==> src/rtl/spi_fifo_pkg.sv <==
package spi_fifo_pkg;
  localparam int unsigned DATA_W     = 32;
  localparam int unsigned FIFO_DEPTH = 8;
  localparam int unsigned ADDR_W     = 8;

  localparam logic [ADDR_W-1:0] OFS_CFG  = 8'h00;
  localparam logic [ADDR_W-1:0] OFS_DIV  = 8'h04;
  localparam logic [ADDR_W-1:0] OFS_CMD  = 8'h08;
  localparam logic [ADDR_W-1:0] OFS_STAT = 8'h0C;
  localparam logic [ADDR_W-1:0] OFS_IEN  = 8'h10;
  localparam logic [ADDR_W-1:0] OFS_THR  = 8'h14;
  localparam logic [ADDR_W-1:0] OFS_WCNT = 8'h18;
  localparam logic [ADDR_W-1:0] OFS_TXD  = 8'h1C;
  localparam logic [ADDR_W-1:0] OFS_RXD  = 8'h20;

  typedef struct packed {
    logic txPush;
    logic txPop;
    logic rxPush;
    logic rxPop;
  } fifoStrobe_t;
endpackage

==> src/rtl/spi_word_fifo.sv <==
module spi_word_fifo #(
  parameter int unsigned WIDTH = 32,
  parameter int unsigned DEPTH = 8,
  localparam int unsigned PTR_W = $clog2(DEPTH),
  localparam int unsigned CNT_W = $clog2(DEPTH + 1)
) (
  input  logic             clk,
  input  logic             rstN,
  input  logic             push,
  input  logic             pop,
  input  logic [WIDTH-1:0] wrData,
  output logic [WIDTH-1:0] rdData,
  output logic [CNT_W-1:0] count
);
  logic [WIDTH-1:0] mem [DEPTH];
  logic [PTR_W-1:0] wrPtr, rdPtr;
  logic doPush, doPop;

  function automatic logic [PTR_W-1:0] nextPtr(input logic [PTR_W-1:0] p);
    return (p == PTR_W'(DEPTH - 1)) ? '0 : p + 1'b1;
  endfunction

  assign doPush = push && (count != CNT_W'(DEPTH));
  assign doPop  = pop && (count != '0);
  assign rdData = (count == '0) ? '0 : mem[rdPtr];

  always_ff @(posedge clk) begin
    if (!rstN) begin
      wrPtr <= '0;
      rdPtr <= '0;
      count <= '0;
    end else begin
      if (doPush) begin
        mem[wrPtr] <= wrData;
        wrPtr      <= nextPtr(wrPtr);
      end
      if (doPop) rdPtr <= nextPtr(rdPtr);
      if (doPush && !doPop)      count <= count + 1'b1;
      else if (doPop && !doPush) count <= count - 1'b1;
    end
  end
endmodule

==> src/rtl/spi_fifo_dp.sv <==
module spi_fifo_dp
  import spi_fifo_pkg::*;
#(
  parameter int unsigned DEPTH = FIFO_DEPTH,
  localparam int unsigned CNT_W = $clog2(DEPTH + 1)
) (
  input  logic              clk,
  input  logic              rstN,
  input  fifoStrobe_t       strobe,
  input  logic [DATA_W-1:0] txWrData,
  input  logic [DATA_W-1:0] rxWrData,
  output logic [DATA_W-1:0] txHead,
  output logic [DATA_W-1:0] rxHead,
  output logic [CNT_W-1:0]  txCount,
  output logic [CNT_W-1:0]  rxCount
);
  spi_word_fifo #(.WIDTH(DATA_W), .DEPTH(DEPTH)) u_txFifo (
    .clk(clk), .rstN(rstN), .push(strobe.txPush), .pop(strobe.txPop),
    .wrData(txWrData), .rdData(txHead), .count(txCount)
  );

  spi_word_fifo #(.WIDTH(DATA_W), .DEPTH(DEPTH)) u_rxFifo (
    .clk(clk), .rstN(rstN), .push(strobe.rxPush), .pop(strobe.rxPop),
    .wrData(rxWrData), .rdData(rxHead), .count(rxCount)
  );
endmodule

==> src/rtl/spi_fifo_ctrl.sv <==
module spi_fifo_ctrl
  import spi_fifo_pkg::*;
#(
  parameter int unsigned DEPTH = FIFO_DEPTH,
  localparam int unsigned CNT_W = $clog2(DEPTH + 1)
) (
  input  logic              clk,
  input  logic              rstN,
  input  logic              regWrEn,
  input  logic              regRdEn,
  input  logic [ADDR_W-1:0] regAddr,
  input  logic [DATA_W-1:0] regWrData,
  output logic [DATA_W-1:0] regRdData,
  input  logic              engTxPop,
  input  logic              engRxPush,
  input  logic              evtDone,
  input  logic              evtUnderflow,
  input  logic              evtOverflow,
  input  logic              xferPending,
  input  logic [CNT_W-1:0]  txCount,
  input  logic [CNT_W-1:0]  rxCount,
  input  logic [DATA_W-1:0] rxHead,
  output fifoStrobe_t       strobe,
  output logic [DATA_W-1:0] cfgWord,
  output logic [DATA_W-1:0] divWord,
  output logic [DATA_W-1:0] cmdWord,
  output logic [DATA_W-1:0] statusWord,
  output logic [4:0]        ienWord,
  output logic              irq
);
  logic [7:0] thrQ;
  logic       doneQ, ufQ, ofQ;
  logic [3:0] txCnt4, rxCnt4;
  logic       txTh, rxTh;
  logic       wrStat;

  assign txCnt4 = 4'(txCount);
  assign rxCnt4 = 4'(rxCount);
  assign txTh   = txCnt4 <= thrQ[3:0];
  assign rxTh   = rxCnt4 >= thrQ[7:4];
  assign wrStat = regWrEn && (regAddr == OFS_STAT);

  assign strobe.txPush = regWrEn && (regAddr == OFS_TXD);
  assign strobe.txPop  = engTxPop;
  assign strobe.rxPush = engRxPush;
  assign strobe.rxPop  = regRdEn && (regAddr == OFS_RXD);

  assign statusWord = {26'b0, ofQ, ufQ, rxTh, txTh, doneQ, xferPending};
  assign irq = |(ienWord & statusWord[5:1]);

  always_ff @(posedge clk) begin
    if (!rstN) begin
      cfgWord <= '0;
      divWord <= '0;
      cmdWord <= '0;
      ienWord <= '0;
      thrQ    <= '0;
      doneQ   <= 1'b0;
      ufQ     <= 1'b0;
      ofQ     <= 1'b0;
    end else begin
      doneQ <= evtDone      || (doneQ && !(wrStat && regWrData[1]));
      ufQ   <= evtUnderflow || (ufQ   && !(wrStat && regWrData[4]));
      ofQ   <= evtOverflow  || (ofQ   && !(wrStat && regWrData[5]));
      if (regWrEn) begin
        case (regAddr)
          OFS_CFG: cfgWord <= regWrData;
          OFS_DIV: divWord <= regWrData;
          OFS_CMD: cmdWord <= regWrData;
          OFS_IEN: ienWord <= regWrData[4:0];
          OFS_THR: thrQ    <= regWrData[7:0];
          default: ;
        endcase
      end
    end
  end

  always_comb begin
    case (regAddr)
      OFS_CFG:  regRdData = cfgWord;
      OFS_DIV:  regRdData = divWord;
      OFS_CMD:  regRdData = cmdWord;
      OFS_STAT: regRdData = statusWord;
      OFS_IEN:  regRdData = {27'b0, ienWord};
      OFS_THR:  regRdData = {24'b0, thrQ};
      OFS_WCNT: regRdData = {24'b0, txCnt4, rxCnt4};
      OFS_RXD:  regRdData = rxHead;
      default:  regRdData = '0;
    endcase
  end
endmodule

==> src/rtl/spi_fifo_status.sv <==
module spi_fifo_status
  import spi_fifo_pkg::*;
#(
  parameter int unsigned DEPTH = FIFO_DEPTH,
  localparam int unsigned CNT_W = $clog2(DEPTH + 1)
) (
  input  logic        clk,
  input  logic        rstN,
  input  logic        regWrEn,
  input  logic        regRdEn,
  input  logic [7:0]  regAddr,
  input  logic [31:0] regWrData,
  output logic [31:0] regRdData,
  input  logic        engTxPop,
  output logic [31:0] engTxWord,
  input  logic        engRxPush,
  input  logic [31:0] engRxWord,
  input  logic        evtDone,
  input  logic        evtUnderflow,
  input  logic        evtOverflow,
  input  logic        xferPending,
  output logic [31:0] cfgWord,
  output logic [31:0] divWord,
  output logic [31:0] cmdWord,
  output logic        irq
);
  fifoStrobe_t       strobe;
  logic [CNT_W-1:0]  txCount, rxCount;
  logic [DATA_W-1:0] rxHead;
  logic [DATA_W-1:0] statusWord;
  logic [4:0]        ienWord;

  spi_fifo_ctrl #(.DEPTH(DEPTH)) u_ctrl (
    .clk(clk), .rstN(rstN), .regWrEn(regWrEn), .regRdEn(regRdEn),
    .regAddr(regAddr), .regWrData(regWrData), .regRdData(regRdData),
    .engTxPop(engTxPop), .engRxPush(engRxPush), .evtDone(evtDone),
    .evtUnderflow(evtUnderflow), .evtOverflow(evtOverflow),
    .xferPending(xferPending), .txCount(txCount), .rxCount(rxCount),
    .rxHead(rxHead), .strobe(strobe), .cfgWord(cfgWord), .divWord(divWord),
    .cmdWord(cmdWord), .statusWord(statusWord), .ienWord(ienWord), .irq(irq)
  );

  spi_fifo_dp #(.DEPTH(DEPTH)) u_dp (
    .clk(clk), .rstN(rstN), .strobe(strobe), .txWrData(regWrData),
    .rxWrData(engRxWord), .txHead(engTxWord), .rxHead(rxHead),
    .txCount(txCount), .rxCount(rxCount)
  );
endmodule

==> config.mk <==
export PLATFORM = sky130hd
export DESIGN_NAME = spi_fifo_status
export DESIGN_NICKNAME = d
export VERILOG_FILES = /design/src/rtl/spi_fifo_pkg.sv /design/src/rtl/spi_word_fifo.sv /design/src/rtl/spi_fifo_dp.sv /design/src/rtl/spi_fifo_ctrl.sv /design/src/rtl/spi_fifo_status.sv
export SDC_FILE = /design/constraint.sdc
export NUM_CORES = 1
export LEC_CHECK = 0
export BUFFER_PORTS_ARGS = -buffer_cell sky130_fd_sc_hd__buf_2
export CORE_MARGIN = 8
export CORE_UTILIZATION = 56
export CTS_BUF_LIST = sky130_fd_sc_hd__clkbuf_2 sky130_fd_sc_hd__clkbuf_4 sky130_fd_sc_hd__clkbuf_8
export DETAILED_ROUTE_END_ITERATION = 10
export GPL_TIMING_DRIVEN = 0
export PLACE_DENSITY = 0.81
export SLEW_MARGIN = 20
export SYNTH_ARGS = -nofsm -noshare
export SYNTH_HDL_FRONTEND = slang
export SYNTH_HIERARCHICAL = 1
export SYNTH_SLANG_ARGS = --single-unit
==> constraint.sdc <==
create_clock -name clk -period 4 [get_ports clk]
set_input_delay 0.4 -clock clk [delete_from_list [all_inputs] [get_ports clk]]
set_output_delay 0.4 -clock clk [all_outputs]
set_load 0.01 [all_outputs]
==> results of run 1 <==
sequential cells by signal (all words and copies together), names as in the netlist, named ones only:
| signal | flops |
|---|---|
| u_ctrl/doneQ | 1 |
| u_ctrl/cmdWord | 32 |
| u_dp/u_txFifo/mem | 256 |
| u_ctrl/thrQ | 8 |
| u_dp/u_txFifo/rdPtr | 3 |
| u_dp/u_rxFifo/wrPtr | 3 |
| u_dp/u_txFifo/wrPtr | 3 |
| u_dp/u_rxFifo/rdPtr | 3 |
| u_dp/u_txFifo/count | 4 |
| u_ctrl/ienWord | 5 |
| u_ctrl/ofQ | 1 |
| u_ctrl/cfgWord | 32 |
| u_dp/u_rxFifo/mem | 256 |
| u_ctrl/divWord | 32 |
| u_ctrl/ufQ | 1 |
| u_dp/u_rxFifo/count | 4 |
layout by cell type, fill, tap and decap left out, types with 5 or more instances in the layout:
| master | n |
|---|---|
| a221o_1 | 27 |
| a22oi_1 | 28 |
| and2_1 | 8 |
| buf_12 | 11 |
| buf_16 | 8 |
| buf_2 | 278 |
| buf_4 | 9 |
| buf_6 | 7 |
| buf_8 | 9 |
| clkbuf_1 | 34 |
| clkbuf_4 | 23 |
| clkbuf_8 | 108 |
| clkinv_1 | 29 |
| clkinv_2 | 17 |
| dfxtp_1 | 138 |
| dlygate4sd3_1 | 55 |
| edfxtp_1 | 512 |
| ha_1 | 22 |
| inv_1 | 13 |
| mux2_2 | 6 |
| mux2i_1 | 191 |
| mux4_2 | 129 |
| nand2_1 | 146 |
| nand2b_1 | 11 |
| nand3_1 | 8 |
| nand3b_1 | 5 |
| nor2_1 | 95 |
| nor2_4 | 12 |
| nor2b_1 | 25 |
| nor3_1 | 8 |
| o21ai_0 | 5 |
layout make-up:
class,instances,share of cell area [%]
sequential,650,57.4
clock buffer,131,5.25
inverter,13,0.154
buffer,98,1.97
antenna,3,0.0238
tap,607,2.40
timing repair buffer,316,6.91
clock inverter,56,1.18
multi-input combinational,795,24.7
power by group through the flow:
stage          Sequential, mW  Combinational, mW  Clock (mW)
4_1_cts                  7.50               2.50        5.64
3_3_place_gp             7.64               2.34           0
6_report                 7.50               2.48        5.54
2_1_floorplan            7.61               1.62           0
3_5_place_dp             7.64               2.44           0
5_1_grt                  7.51               2.68        5.94
per-stage QoR:
stage                     instance area (um2)  std cells  utilization [%]  setup slack (ns)
after floorplan                         26500       1556                -             0.266
after global placement                  28400       2399             60.9             -1.83
after detailed placement                29000       2424             62.1             0.359
after CTS                               31600       2666             67.7             0.291
after global routing                    31600       2669             67.7             0.158
final                                   31600       2669             67.7             0.346
repair_timing:
item | in CTS | in global routing
endpoints found under the hold margin | 403 | 0
gates resized for setup | 0 | 0
hold buffers | 55 | 0
worst min path at each step:
stage / endpoint / from / cells past startpoint / slack (ns)
after CTS: u_dp/u_rxFifo/count[3]$_SDFFE_PN0P_ / rstN / 3 / 0.001
final: u_dp/u_txFifo/mem[2][24]$_DFFE_PP_ / regWrData[24] / 1 / 0.06
after detailed placement: u_ctrl/cmdWord[6]$_SDFFE_PN0P_ / u_ctrl/cmdWord[6]$_SDFFE_PN0P_ / 2 / 0.47
after floorplan: register / u_dp/u_rxFifo/rdPtr[0]$_SDFFE_PN0P_ / 2 / 0.46
after global routing: u_dp/u_txFifo/mem[7][24]$_DFFE_PP_ / regWrData[24] / 1 / 0.04
after global placement: u_ctrl/cmdWord[29]$_SDFFE_PN0P_ / u_ctrl/cmdWord[29]$_SDFFE_PN0P_ / 2 / 0.46
per-layer routing:
metal  GRT usage [%]  share of wire [%]  vias to the layer above
met5               0                  0                        -
met4            12.8                4.4                        0
met2            43.3                 50                      855
li1                -                  -                     6929
met3            6.02                8.7                      193
met1            30.8                 37                     8099
critical path: stages, from the launching register on:
cell       delay [ns]
dfxtp_1          0.33
clkbuf_2         0.25
buf_2            0.35
mux4_2           0.35
mux2i_1          0.22
nor2_1           0.07
mux2_2           0.28
a32o_1           0.22
o2bb2ai_1        0.12
a41o_1           0.23
buf_2            0.15
==> results.sh, run 1 <==
export IMPL_start_kind="register"
export IMPL_p_leak_nw=11.7
export IMPL_place_congestion=0.931
export IMPL_area_growth_pct=19.3
export IMPL_period_needed_ns=3.65
export IMPL_io_buffers=236
export IMPL_syn_nets=1662
export IMPL_drv_slew=0
export IMPL_post_cts_buffers=0
export IMPL_drcViolationCount=0
export IMPL_path_clk_slew_ns=0.06
export IMPL_r2r_start="u_dp/u_rxFifo/count[0]$_SDFFE_PN0P_"
export IMPL_p_switching_mw=4.03
export IMPL_min_path_type="input port to register"
export IMPL_h_tree_depth=3
export IMPL_dp_hpwl_um=49500
export IMPL_endpoint="regRdData[3]"
export IMPL_power_density_mw_per_mm2=491
export IMPL_total_power_mw=15.5
export IMPL_dieArea_mm2=0.0545
export IMPL_path_max_fanout=10
export IMPL_start_util_pct=56.8
export IMPL_grt_pass1_vias=17000
export IMPL_critical_path_class="register to primary output"
export IMPL_status="finished clean"
export IMPL_clock_sinks=650
export IMPL_row_count=79
export IMPL_core_mm2=0.0467
export IMPL_hold_viol=0
export IMPL_rr_worst_depth=6
export IMPL_cts_tree="built"
export IMPL_synth_cells=1556
export IMPL_p_comb_share_pct=16.0
export IMPL_cp_required_ns=3.60
export IMPL_swShare_pct=26.0
export IMPL_fp_dieH_um=233
export IMPL_regArea_mm2=0.0181
export IMPL_yosysWarnings=6
export IMPL_grt_start_max_net_pins=23
export IMPL_netlist_area_mm2=0.0265
export IMPL_die_w_um=233
export IMPL_whs_ns=0.0594
export IMPL_drt_iter0_drc=1515
export IMPL_end_kind="primary output"
export IMPL_maxCapViolCount=0
export IMPL_io_pins=243
export IMPL_route_vias_total=16100
export IMPL_nets=2080
export IMPL_ant_nets=0
export IMPL_setup_tns_ns=0
export IMPL_gr_total_overflow=0
export IMPL_wl_per_cell_um=26.1
export IMPL_clockBufferDepth=3
export IMPL_p_int_mw=11.5
export IMPL_antenna_found_initial=3
export IMPL_tightest_slew_ns=0.768
export IMPL_vias_per_cell=6.02
export IMPL_vdd_ir_drop_worst_mv=0.243
export IMPL_slew_headroom_pct=48.5
export IMPL_grt_usage_pct=25.6
export IMPL_drive_gt1_share_pct=31.4
export IMPL_arrival_ns=3.25
export IMPL_max_freq_ghz=0.274
export IMPL_routed_wl_um=69600
export IMPL_skew_ns=0.0435
export IMPL_rrSetupSlack_ns=1.01
export IMPL_fillers=3053
export IMPL_insertion_delay_ns=0.70
export IMPL_multiInputGateArea_mm2=0.00779
export IMPL_fin_crit_sh_pct=91.3
export IMPL_avgSynthCellArea_um2=17.0
export IMPL_r2r_end="u_dp/u_rxFifo/mem[1][17]$_DFFE_PP_"
export IMPL_p_clk_share_pct=35.7
export IMPL_rsz0062_at_grt="no"
export IMPL_cts_buffers=100
export IMPL_cts_root_buf="clkbuf_8"
export IMPL_p_seq_share_pct=48.3
export IMPL_firstDrtPassIters=6
export IMPL_setup_violations=0
export IMPL_grt_pass1_wl_um=104000
Note: power is estimated with default switching activity, not from simulation.
==> inputs of run 2 (changes only) <==
Settings changed: BUFFER_PORTS_ARGS -buffer_cell sky130_fd_sc_hd__buf_2 to unset, CORE_UTILIZATION 56 to 60, DONT_BUFFER_PORTS set to 1, TNS_END_PERCENT set to 10.
==> run 2 against run 1 <==
  * Wire length is 2.9% lower
  * Design area fell by 3.2%
  * Clock skew rose by 0.0077 ns
  * Critical endpoint unchanged
==> results.sh, run 2 (synthesized netlist as in run 1, its figures left out) <==
export IMPL_core_mm2=0.0439
export IMPL_layout_commonest_cell="edfxtp_1"
export IMPL_fillers=2798
export IMPL_start_util_pct=60.3
export IMPL_hold_viol=0
export IMPL_insertion_delay_ns=0.69
export IMPL_vdd_ir_drop_worst_mv=0.342
export IMPL_drt_iter0_drc=1435
export IMPL_layout_common_cells="edfxtp_1 (512), mux2i_1 (191), nand2_1 (146)"
export IMPL_fin_crit_sh_pct=90.0
export IMPL_antenna_found_initial=5
export IMPL_io_buffers=0
export IMPL_cts_hold_buf=68
export IMPL_slew_headroom_pct=45.3
export IMPL_place_congestion=0.907
export IMPL_vias_per_cell=6.19
export IMPL_rrSetupSlack_ns=0.91
export IMPL_area_growth_pct=15.4
export IMPL_largestRegisters="u_dp/u_rxFifo/mem x256, u_dp/u_txFifo/mem x256"
export IMPL_arrival_ns=3.20
export IMPL_grt_start_max_net_pins=23
export IMPL_die_w_um=226
export IMPL_dp_hpwl_um=47100
export IMPL_cp_required_ns=3.60
export IMPL_power_density_mw_per_mm2=506
export IMPL_p_leak_nw=10.6
export IMPL_skew_ns=0.0512
export IMPL_h_tree_depth=3
export IMPL_regArea_mm2=0.0181
export IMPL_io_pins=243
export IMPL_path_clk_slew_ns=0.07
export IMPL_cts_root_buf="clkbuf_8"
export IMPL_firstDrtPassIters=6
export IMPL_cts_buffers=101
export IMPL_ant_nets=0
export IMPL_clockBufferDepth=3
export IMPL_grt_usage_pct=26.3
export IMPL_max_freq_ghz=0.278
export IMPL_wl_per_cell_um=27.8
export IMPL_end_kind="primary output"
export IMPL_grt_pass1_wl_um=98500
export IMPL_multiInputGateArea_mm2=0.00779
export IMPL_start_kind="register"
export IMPL_dieArea_mm2=0.0511
export IMPL_drv_slew=0
export IMPL_route_vias_total=15000
export IMPL_nets=1860
export IMPL_clock_sinks=650
export IMPL_setup_violations=0
export IMPL_fin_area_mm2=0.0306
export IMPL_gr_total_overflow=0
export IMPL_post_cts_buffers=0
export IMPL_rsz0062_at_grt="no"
export IMPL_drive_gt1_share_pct=22.8
export IMPL_cts_tree="built"
export IMPL_grt_pass1_vias=15400
export IMPL_setup_tns_ns=0
export IMPL_maxCapViolCount=0
export IMPL_drcViolationCount=0
export IMPL_period_needed_ns=3.60
export IMPL_path_max_fanout=10
export IMPL_cts_resized=0
export IMPL_status="finished clean"
export IMPL_fp_dieH_um=226
export IMPL_dpl_cell_area_mm2=0.0278
export IMPL_routed_wl_um=67500
export IMPL_min_path_type="input port to register"
export IMPL_tightest_slew_ns=0.818
export IMPL_critical_path_class="register to primary output"
export IMPL_row_count=77
## run 2: area by class of cell
| type | count | area share (%) |
|---|---|---|
| multi-input combinational | 795 | 25.5 |
| antenna | 1 | 0.00819 |
| tap | 592 | 2.42 |
| timing repair buffer | 95 | 3.71 |
| buffer | 98 | 2.03 |
| sequential | 650 | 59.3 |
| clock inverter | 44 | 1.18 |
| clock buffer | 141 | 5.65 |
| inverter | 13 | 0.160 |
## run 2: metrics by stage
stage	hold WS (ns)	instances	util (%)	setup slack (ns)	total power [mW]
floorplan	0.460	1556	-	-0.326	9.23
global placement	0.472	2148	62.0	-2.55	9.70
detailed placement	0.499	2175	63.3	0.270	9.78
CTS	0.0620	2428	69.6	0.362	15.5
global route	0.119	2429	69.6	0.316	16.0
finish	0.125	2429	69.6	0.399	15.5
## run 2: worst paths after layout
path	startpoint	end	cells past startpoint
max	register	regRdData[3]	9
min	rstN	u_dp/u_txFifo/wrPtr[2]$_SDFFE_PN0P_	2
max reg2reg	u_dp/u_rxFifo/count[0]$_SDFFE_PN0P_	u_dp/u_rxFifo/mem[1][14]$_DFFE_PP_	7
min reg2reg	u_dp/u_txFifo/rdPtr[0]$_SDFFE_PN0P_	register	2
## run 2: critical path, stage by stage (launching register included)
cell       delay [ns]
dfxtp_1          0.31
clkbuf_2         0.23
buf_2            0.37
mux4_2           0.37
mux2i_1          0.25
nor2_1           0.08
mux2_2           0.29
a32o_1           0.22
o2bb2ai_1        0.12
a41o_1           0.26
## run 2: metal layers
layer | routed length [um] | GRT usage, %
met1 | 24400 | 31.2
met2 | 33600 | 43.3
met3 | 6330 | 8.12
met4 | 3110 | 13.2
met5 | 51 | 0
## run 2: power by group
group / total, mW / internal [mW] / switching (mW)
Sequential: 7.50 / 7.39 / 0.107
Clock: 5.70 / 3.18 / 2.52
Combinational: 2.26 / 0.964 / 1.30
